===== src/rtl/ripple_pkg.sv =====
package ripple_pkg;
    localparam int RP_W     = 16;
    localparam int RP_FRAC  = 11;
    localparam int RP_QREF  = 15;
    localparam int RP_GUARD = 5;

    typedef enum logic [2:0] {
        ST_IDLE,
        ST_DIV,
        ST_TOPV,
        ST_M1,
        ST_M2,
        ST_M4
    } rc_state_e;
endpackage


===== src/rtl/ripple_mul.sv =====
module ripple_mul #(
    parameter int AW  = 20,
    parameter int BW  = 17,
    parameter int SHA = 15,
    parameter int SHB = 11,
    localparam int PW = AW + BW
) (
    input  logic signed [AW-1:0] a_i,
    input  logic signed [BW-1:0] b_i,
    input  logic                 sel_b_i,
    output logic signed [PW-1:0] p_o
);
    logic signed [PW-1:0] full;

    always_comb begin
        full = a_i * b_i;
        if (sel_b_i) begin
            p_o = full >>> SHB;
        end else begin
            p_o = full >>> SHA;
        end
    end
endmodule


===== src/rtl/ripple_recip.sv =====
module ripple_recip #(
    parameter int W    = 16,
    parameter int FRAC = 11,
    localparam int NUM_W = (W - 1) + FRAC,
    localparam int CW    = $clog2(NUM_W + 1)
) (
    input  logic         clk,
    input  logic         rst_n,
    input  logic         start_i,
    input  logic [W-1:0] div_i,
    output logic         busy_o,
    output logic         done_o,
    output logic [W-2:0] recip_o
);
    localparam logic [NUM_W-1:0] NUMER = {{(W - 1){1'b1}}, {FRAC{1'b0}}};

    typedef struct packed {
        logic             busy;
        logic             done;
        logic [CW-1:0]    cnt;
        logic [NUM_W-1:0] num;
        logic [W-1:0]     rem;
        logic [W-1:0]     dvs;
        logic [W-2:0]     quo;
    } rcp_t;

    rcp_t r_d, r_q;
    logic [W:0] trial;
    logic       take;

    always_comb begin
        r_d   = r_q;
        r_d.done = 1'b0;
        trial = {r_q.rem, r_q.num[NUM_W-1]};
        take  = (trial >= {1'b0, r_q.dvs});
        if (start_i && !r_q.busy) begin
            r_d.busy = 1'b1;
            r_d.cnt  = CW'(NUM_W);
            r_d.num  = NUMER;
            r_d.rem  = '0;
            r_d.dvs  = div_i;
            r_d.quo  = '0;
        end else if (r_q.busy) begin
            r_d.num = {r_q.num[NUM_W-2:0], 1'b0};
            r_d.rem = take ? W'(trial - {1'b0, r_q.dvs}) : W'(trial);
            r_d.quo = {r_q.quo[W-3:0], take};
            r_d.cnt = r_q.cnt - 1'b1;
            if (r_q.cnt == CW'(1)) begin
                r_d.busy = 1'b0;
                r_d.done = 1'b1;
            end
        end
    end

    always_ff @(posedge clk or negedge rst_n) begin
        if (!rst_n) begin
            r_q <= '0;
        end else begin
            r_q <= r_d;
        end
    end

    assign busy_o  = r_q.busy;
    assign done_o  = r_q.done;
    assign recip_o = r_q.quo;

    assert_rem_below_div_R2: assert property (@(posedge clk) disable iff (!rst_n)
        r_q.busy |-> (r_q.rem < r_q.dvs));

    assert_cnt_in_range_R2: assert property (@(posedge clk) disable iff (!rst_n)
        r_q.busy |-> (r_q.cnt != '0 && r_q.cnt <= CW'(NUM_W)));

    assert_no_zero_divisor_R7: assert property (@(posedge clk) disable iff (!rst_n)
        (start_i && !r_q.busy) |-> (div_i != '0));
endmodule


===== src/rtl/ripple_clamp.sv =====
module ripple_clamp #(
    parameter int W     = 16,
    parameter int PW    = 37,
    parameter int GUARD = 5
) (
    input  logic signed [PW-1:0] val_i,
    input  logic [W-1:0]         per_i,
    input  logic [W-1:0]         old_i,
    output logic [W-1:0]         res_o,
    output logic [W-1:0]         diff_o
);
    logic signed [PW-1:0] per_s;

    always_comb begin
        per_s = $signed({{(PW - W){1'b0}}, per_i});
        if (val_i >= per_s) begin
            res_o = per_i - W'(GUARD);
        end else if (val_i <= 0) begin
            res_o = W'(GUARD);
        end else begin
            res_o = val_i[W-1:0];
        end
        diff_o = (old_i >= res_o) ? (old_i - res_o) : (res_o - old_i);
    end
endmodule


===== src/rtl/ripple_comp.sv =====
module ripple_comp
    import ripple_pkg::*;
#(
    parameter int W     = RP_W,
    parameter int FRAC  = RP_FRAC,
    parameter int QREF  = RP_QREF,
    parameter int GUARD = RP_GUARD
) (
    input  logic         clk,
    input  logic         rst_n,
    input  logic         start_i,
    input  logic         comp_en_i,
    input  logic [W-1:0] cmp_a_i,
    input  logic [W-1:0] cmp_b_i,
    input  logic [W-1:0] period_i,
    input  logic [W-1:0] vbus_total_i,
    input  logic [W-1:0] vbus_bot_i,
    input  logic [W-1:0] vref_top_i,
    input  logic [W-1:0] vref_bot_i,
    output logic [W-1:0] cmp_a_o,
    output logic [W-1:0] cmp_b_o,
    output logic [W-1:0] diff_a_o,
    output logic [W-1:0] diff_b_o,
    output logic         done_o,
    output logic         busy_o
);
    localparam int AW = W + 4;
    localparam int BW = W + 1;
    localparam int PW = AW + BW;

    typedef struct packed {
        rc_state_e           st;
        logic                ph;
        logic [W-1:0]        ta;
        logic [W-1:0]        tb;
        logic [W-1:0]        per;
        logic [W-1:0]        vtot;
        logic [W-1:0]        vbot;
        logic [W-1:0]        rt;
        logic [W-1:0]        rb;
        logic signed [AW-1:0] tv;
        logic signed [AW-1:0] v;
        logic signed [AW-1:0] x;
        logic [W-1:0]        na;
        logic [W-1:0]        da;
        logic [W-1:0]        oa;
        logic [W-1:0]        ob;
        logic [W-1:0]        oda;
        logic [W-1:0]        odb;
        logic                done;
    } regs_t;

    regs_t s_d, s_q;

    logic                 div_start;
    logic                 div_busy;
    logic                 div_done;
    logic [W-2:0]         recip;
    logic [W-1:0]         ta_sel;
    logic signed [W:0]    vtop_s;
    logic signed [AW-1:0] mul_a;
    logic signed [BW-1:0] mul_b;
    logic                 mul_sel;
    logic signed [PW-1:0] mul_p;
    logic [W-1:0]         cl_res;
    logic [W-1:0]         cl_diff;

    // Operand steering for the single shared multiplier
    always_comb begin
        ta_sel  = s_q.ph ? s_q.tb : s_q.ta;
        vtop_s  = $signed({1'b0, s_q.vtot}) - $signed({1'b0, s_q.vbot});
        mul_a   = '0;
        mul_b   = '0;
        mul_sel = 1'b0;
        case (s_q.st)
            ST_TOPV: begin
                mul_a = {{(AW - W - 1){vtop_s[W]}}, vtop_s};
                mul_b = $signed({1'b0, s_q.per});
            end
            ST_M1: begin
                mul_a = $signed({{(AW - W){1'b0}}, s_q.rt});
                mul_b = $signed({1'b0, s_q.per}) - $signed({1'b0, ta_sel});
            end
            ST_M2: begin
                mul_a = $signed({{(AW - W){1'b0}}, s_q.rb});
                mul_b = $signed({1'b0, ta_sel});
            end
            ST_M4: begin
                mul_a   = s_q.x;
                mul_b   = $signed({2'b00, recip});
                mul_sel = 1'b1;
            end
            default: begin
                mul_a = '0;
            end
        endcase
    end

    ripple_mul #(
        .AW  (AW),
        .BW  (BW),
        .SHA (QREF),
        .SHB (FRAC)
    ) u_mul (
        .a_i     (mul_a),
        .b_i     (mul_b),
        .sel_b_i (mul_sel),
        .p_o     (mul_p)
    );

    ripple_clamp #(
        .W     (W),
        .PW    (PW),
        .GUARD (GUARD)
    ) u_clamp (
        .val_i  (mul_p),
        .per_i  (s_q.per),
        .old_i  (ta_sel),
        .res_o  (cl_res),
        .diff_o (cl_diff)
    );

    ripple_recip #(
        .W    (W),
        .FRAC (FRAC)
    ) u_recip (
        .clk     (clk),
        .rst_n   (rst_n),
        .start_i (div_start),
        .div_i   (s_d.vtot),
        .busy_o  (div_busy),
        .done_o  (div_done),
        .recip_o (recip)
    );

    // Next-state computation
    always_comb begin
        s_d       = s_q;
        s_d.done  = 1'b0;
        div_start = 1'b0;
        case (s_q.st)
            ST_IDLE: begin
                if (start_i) begin
                    s_d.ta   = cmp_a_i;
                    s_d.tb   = cmp_b_i;
                    s_d.per  = period_i;
                    s_d.vtot = vbus_total_i;
                    s_d.vbot = vbus_bot_i;
                    s_d.rt   = vref_top_i;
                    s_d.rb   = vref_bot_i;
                    s_d.ph   = 1'b0;
                    if (!comp_en_i) begin
                        s_d.oa   = cmp_a_i;
                        s_d.ob   = cmp_b_i;
                        s_d.oda  = '0;
                        s_d.odb  = '0;
                        s_d.done = 1'b1;
                    end else if (vbus_total_i == '0) begin
                        s_d.done = 1'b1;
                    end else begin
                        div_start = 1'b1;
                        s_d.st    = ST_DIV;
                    end
                end
            end
            ST_DIV: begin
                if (div_done) begin
                    s_d.st = ST_TOPV;
                end
            end
            ST_TOPV: begin
                s_d.tv = AW'(mul_p);
                s_d.st = ST_M1;
            end
            ST_M1: begin
                s_d.v  = AW'(mul_p);
                s_d.st = ST_M2;
            end
            ST_M2: begin
                s_d.x  = s_q.tv - (s_q.v - AW'(mul_p));
                s_d.st = ST_M4;
            end
            ST_M4: begin
                if (!s_q.ph) begin
                    s_d.na = cl_res;
                    s_d.da = cl_diff;
                    s_d.ph = 1'b1;
                    s_d.st = ST_M1;
                end else begin
                    s_d.oa   = s_q.na;
                    s_d.oda  = s_q.da;
                    s_d.ob   = cl_res;
                    s_d.odb  = cl_diff;
                    s_d.done = 1'b1;
                    s_d.st   = ST_IDLE;
                end
            end
            default: begin
                s_d.st = ST_IDLE;
            end
        endcase
    end

    always_ff @(posedge clk or negedge rst_n) begin
        if (!rst_n) begin
            s_q    <= '0;
            s_q.st <= ST_IDLE;
        end else begin
            s_q <= s_d;
        end
    end

    assign cmp_a_o  = s_q.oa;
    assign cmp_b_o  = s_q.ob;
    assign diff_a_o = s_q.oda;
    assign diff_b_o = s_q.odb;
    assign done_o   = s_q.done;
    assign busy_o   = (s_q.st != ST_IDLE);

    assert_bypass_R1: assert property (@(posedge clk) disable iff (!rst_n)
        (start_i && !busy_o && !comp_en_i) |=>
            (cmp_a_o == $past(cmp_a_i) && cmp_b_o == $past(cmp_b_i) &&
             diff_a_o == '0 && diff_b_o == '0 && done_o));

    assert_clamp_range_R4: assert property (@(posedge clk) disable iff (!rst_n)
        (s_q.st == ST_M4 && s_q.per > W'(GUARD)) |->
            (cl_res != '0 && cl_res < s_q.per));

    assert_zero_hold_R7: assert property (@(posedge clk) disable iff (!rst_n)
        (start_i && !busy_o && comp_en_i && vbus_total_i == '0) |=>
            ($stable(cmp_a_o) && $stable(cmp_b_o) && $stable(diff_a_o) &&
             $stable(diff_b_o) && done_o && !div_busy));

    assert_change_with_done_R8: assert property (@(posedge clk) disable iff (!rst_n)
        (cmp_a_o != $past(cmp_a_o) || cmp_b_o != $past(cmp_b_o) ||
         diff_a_o != $past(diff_a_o) || diff_b_o != $past(diff_b_o)) |-> done_o);

    assert_idle_during_div_R10: assert property (@(posedge clk) disable iff (!rst_n)
        div_busy |-> (s_q.st == ST_DIV));
endmodule


===== config.mk =====
export PLATFORM = sky130hd
export DESIGN_NAME = ripple_comp
export DESIGN_NICKNAME = d
export VERILOG_FILES = /design/src/rtl/ripple_pkg.sv /design/src/rtl/ripple_mul.sv /design/src/rtl/ripple_recip.sv /design/src/rtl/ripple_clamp.sv /design/src/rtl/ripple_comp.sv
export SDC_FILE = /design/constraint.sdc
export NUM_CORES = 2
export LEC_CHECK = 0
export ABC_AREA = 1
export BUFFER_PORTS_ARGS = -buffer_cell sky130_fd_sc_hd__buf_2
export CORE_UTILIZATION = 45
export CTS_BUF_LIST = sky130_fd_sc_hd__clkbuf_4
export DETAILED_ROUTE_END_ITERATION = 6
export GPL_ROUTABILITY_DRIVEN = 0
export HOLD_SLACK_MARGIN = 0.03
export PLACE_DENSITY = 0.71
export SLEW_MARGIN = 20
export SYNTH_ARGS = -nofsm -noshare
export SYNTH_HDL_FRONTEND = slang
export SYNTH_HIERARCHICAL = 1
export SYNTH_SLANG_ARGS = --single-unit

===== constraint.sdc =====
create_clock -name clk -period 30.9 [get_ports clk]
set_input_delay 1.545 -clock clk [delete_from_list [all_inputs] [get_ports clk]]
set_output_delay 1.545 -clock clk [all_outputs]
set_load 0.01 [all_outputs]

==> flow_metrics.env <==
export IMPL_portBuffers=181
export IMPL_holdPathStages=1
export IMPL_drtIter0Drc=2654
export IMPL_drt_pass1_iterations=6
export IMPL_cpLargestDelayFamily="adder cells"
export IMPL_area_delta_synth_final_pct=5.87
export IMPL_synth_cell_types=59
export IMPL_drc_errors=0
export IMPL_fillerInstances=7899
export IMPL_cts_hold_buf=0
export IMPL_viasPerCell=5.15
export IMPL_cp_num_buf_inv=10
export IMPL_regToRegSetupSlack_ps=18400
export IMPL_final_nets=5747
export IMPL_cts_resized=0
export IMPL_ys_flop_type="dfrtp_1"
export IMPL_synth_common_cells="nand2_1, inv_1, fa_1"
export IMPL_cp_required_ps=31590
export IMPL_async_reset_ff_share_pct=100
export IMPL_vias=31838
export IMPL_status="finished, final reports clean"
export IMPL_h_tree_depth=3
export IMPL_synthCells=5027
export IMPL_grt_util_all_layers_pct=25.1
export IMPL_arrival_ps=13190
export IMPL_overflow=0
export IMPL_clock_root_buffer="clkbuf_4"
export IMPL_cts_sinks=342
export IMPL_grt_pass1_wl_mm=165
export IMPL_fmax_mhz=80.0
export IMPL_synth_fp_nets=5715
export IMPL_r2r_cells=63
export IMPL_cpPeakStageDelay_ps=800
export IMPL_drive_gt1_share_pct=9.08
export IMPL_die_area_um2=82600
export IMPL_hold_path_class="flop to flop"
export IMPL_tns_ps=0
export IMPL_cts_tree="yes"
export IMPL_slowest_stage="nand2_1"
export IMPL_start_util_pct=45.5
export IMPL_clk_pin_slew_ps=70
export IMPL_ys_warn_count=6
export IMPL_fin_crit_sh_pct=40.4
export IMPL_finClkSkew_ps=58.2
export IMPL_cts_buffers=84
export IMPL_worst_slew_pin_slew_ps=1200
export IMPL_routed_wl_mm=102
export IMPL_finalHoldViolCount=0
export IMPL_rsz0062_at_grt="no"
export IMPL_grt_pass1_vias=31933
export IMPL_cp_max_fo=49
export IMPL_dp_hpwl_mm=79.7
export IMPL_finalMaxSlewViolations=0
export IMPL_reg2reg_to="diff_b_o[9]"
export IMPL_cp_start_kind="flop"
export IMPL_final_antenna_net_count=0
export IMPL_setup_violations=0
export IMPL_synth_top_cell_by_area="dfrtp_1"
export IMPL_maxCapViolCount=0
export IMPL_placeableCoreArea_um2=80500
export IMPL_io_pins=182
export IMPL_synth_top_area_share_pct=23.4
export IMPL_std_cell_rows=104
export IMPL_critPathCaptureType="flop"
export IMPL_yosys_top_cells_area="dfrtp_1, fa_1, nand2_1, inv_1, ha_1"
export IMPL_avgSynthCellArea_um2=7.29
export IMPL_antenna_found_initial=3
export IMPL_hp_start="u_recip/r_q[77]"
export IMPL_max_slew_margin_pct=19.6
export IMPL_ys_ff_latch=342
export IMPL_clk_latency_ps=810
export IMPL_netlist_area_um2=36600
export IMPL_critPathKind="flop to flop"
export IMPL_grt_max_degree=161
export IMPL_die_width_um=287
export IMPL_synth_edf_count=0
export IMPL_rr_startpoint="s_q[269]"
export IMPL_cpMostUsedCell="nand2_1"
export IMPL_finalCriticalPeriod_ps=12500
export IMPL_synthMostInstantiatedCell="nand2_1"
export IMPL_postCtsSetupRepairBufs=0
export IMPL_yosysSeqAreaShare_pct=23.4
export IMPL_dieHeight_um=287
export IMPL_cts_buffer_depth=3
export IMPL_wl_per_cell_um=16.5
export IMPL_hold_path_end="u_recip/done_o"
==> through the flow <==
step                      cell area [um^2]  util, %  setup WS (ps)  hold slack (ps)  instances
after floorplan                      36600        -          20660              429       5027
after global placement               37700     46.8          18710              448       6033
after detailed placement             37700     46.8          18530              463       6033
after CTS                            38800     48.1          18420              471       6181
after global routing                 38800     48.1          17660              483       6183
final                                38800     48.2          18400              473       6185
==> layout make-up <==
type / count / area (um^2) / area share (%)
flip-flops and latches: 342 / 8560 / 22.1
inverters: 1093 / 4110 / 10.6
clock inverters: 25 / 154 / 0.397
clock buffers: 123 / 923 / 2.38
repair buffers: 225 / 1260 / 3.25
diodes: 4 / 10.0 / 0.0258
well taps: 1060 / 1330 / 3.42
multi-input cells: 3313 / 22400 / 57.9
==> layer usage <==
layer  GRT usage (%)  wire [um]  vias to the layer above
li1                -          -                    15193
met1            31.7      41700                    15248
met2            42.5      49200                     1149
met3            3.83       6790                      248
met4            10.7       4110                        0
met5               0          0                        -
==> cells by family after synthesis <==
kind of cell	count (synthesis)	synth area share (%)
compound gates	585	8.79
xor+xnor	60	1.43
fa+ha+maj	572	27.0
buf+inv	1372	15.5
flops	342	23.4
simple gates	2096	23.9
==> cells in the final DEF (no fill, tap or decap), types with 4 or more instances in the layout <==
cell type	instances
nor2_1	214
nand3_2	7
buf_2	180
o21ai_2	4
diode_2	4
clkinv_1	20
nand4_1	31
or2_2	15
nand2_2	25
o21bai_1	12
a21oi_1	137
o21a_1	7
o21ai_0	287
xor2_1	35
inv_1	1077
a21o_1	7
nand3b_1	27
ha_1	208
a31oi_1	4
dfrtp_1	341
buf_4	43
a22oi_1	21
a22o_1	7
fa_1	364
nand3_1	240
nand2_1	1469
nor2_2	11
inv_2	13
o21ai_1	46
clkbuf_4	123
o22ai_1	30
xnor2_1	25
and2_1	8
nor3_1	16
nand2_4	10
a221oi_1	8
nor2_4	7
==> state kept, by name (all words and copies together) (netlist names), 15 cells and up <==
register / count
u_recip/r_q: 52
diff_a_o: 16
u_recip/recip_o: 15
s_q: 208
cmp_b_o: 16
cmp_a_o: 16
diff_b_o: 16
==> worst max-delay path by stage <==
stage                   from      endpoint  slack [ps]  depth (start not counted)
CTS                 s_q[269]   diff_b_o[9]       18420                         58
global route        s_q[269]   diff_b_o[3]       17660                         58
global placement    s_q[269]   diff_b_o[3]       18710                         58
detailed placement  s_q[269]   diff_b_o[3]       18530                         58
floorplan           s_q[269]  diff_b_o[11]       20660                         53
finish              s_q[269]   diff_b_o[9]       18400                         63
==> worst register-to-register path: cells and delay by family (launching register included) <==
kind	cells	cell delay [ps]
adders and majority gates	12	4970
and+or+nand+nor	37	4890
buffers and inverters	10	1270
AOI/OAI and AO/OA	4	710
DFF	1	550
Power is left out: the tool's default activity adds up to more than one toggle a clock period on the data nets, which glitch-free logic cannot reach.
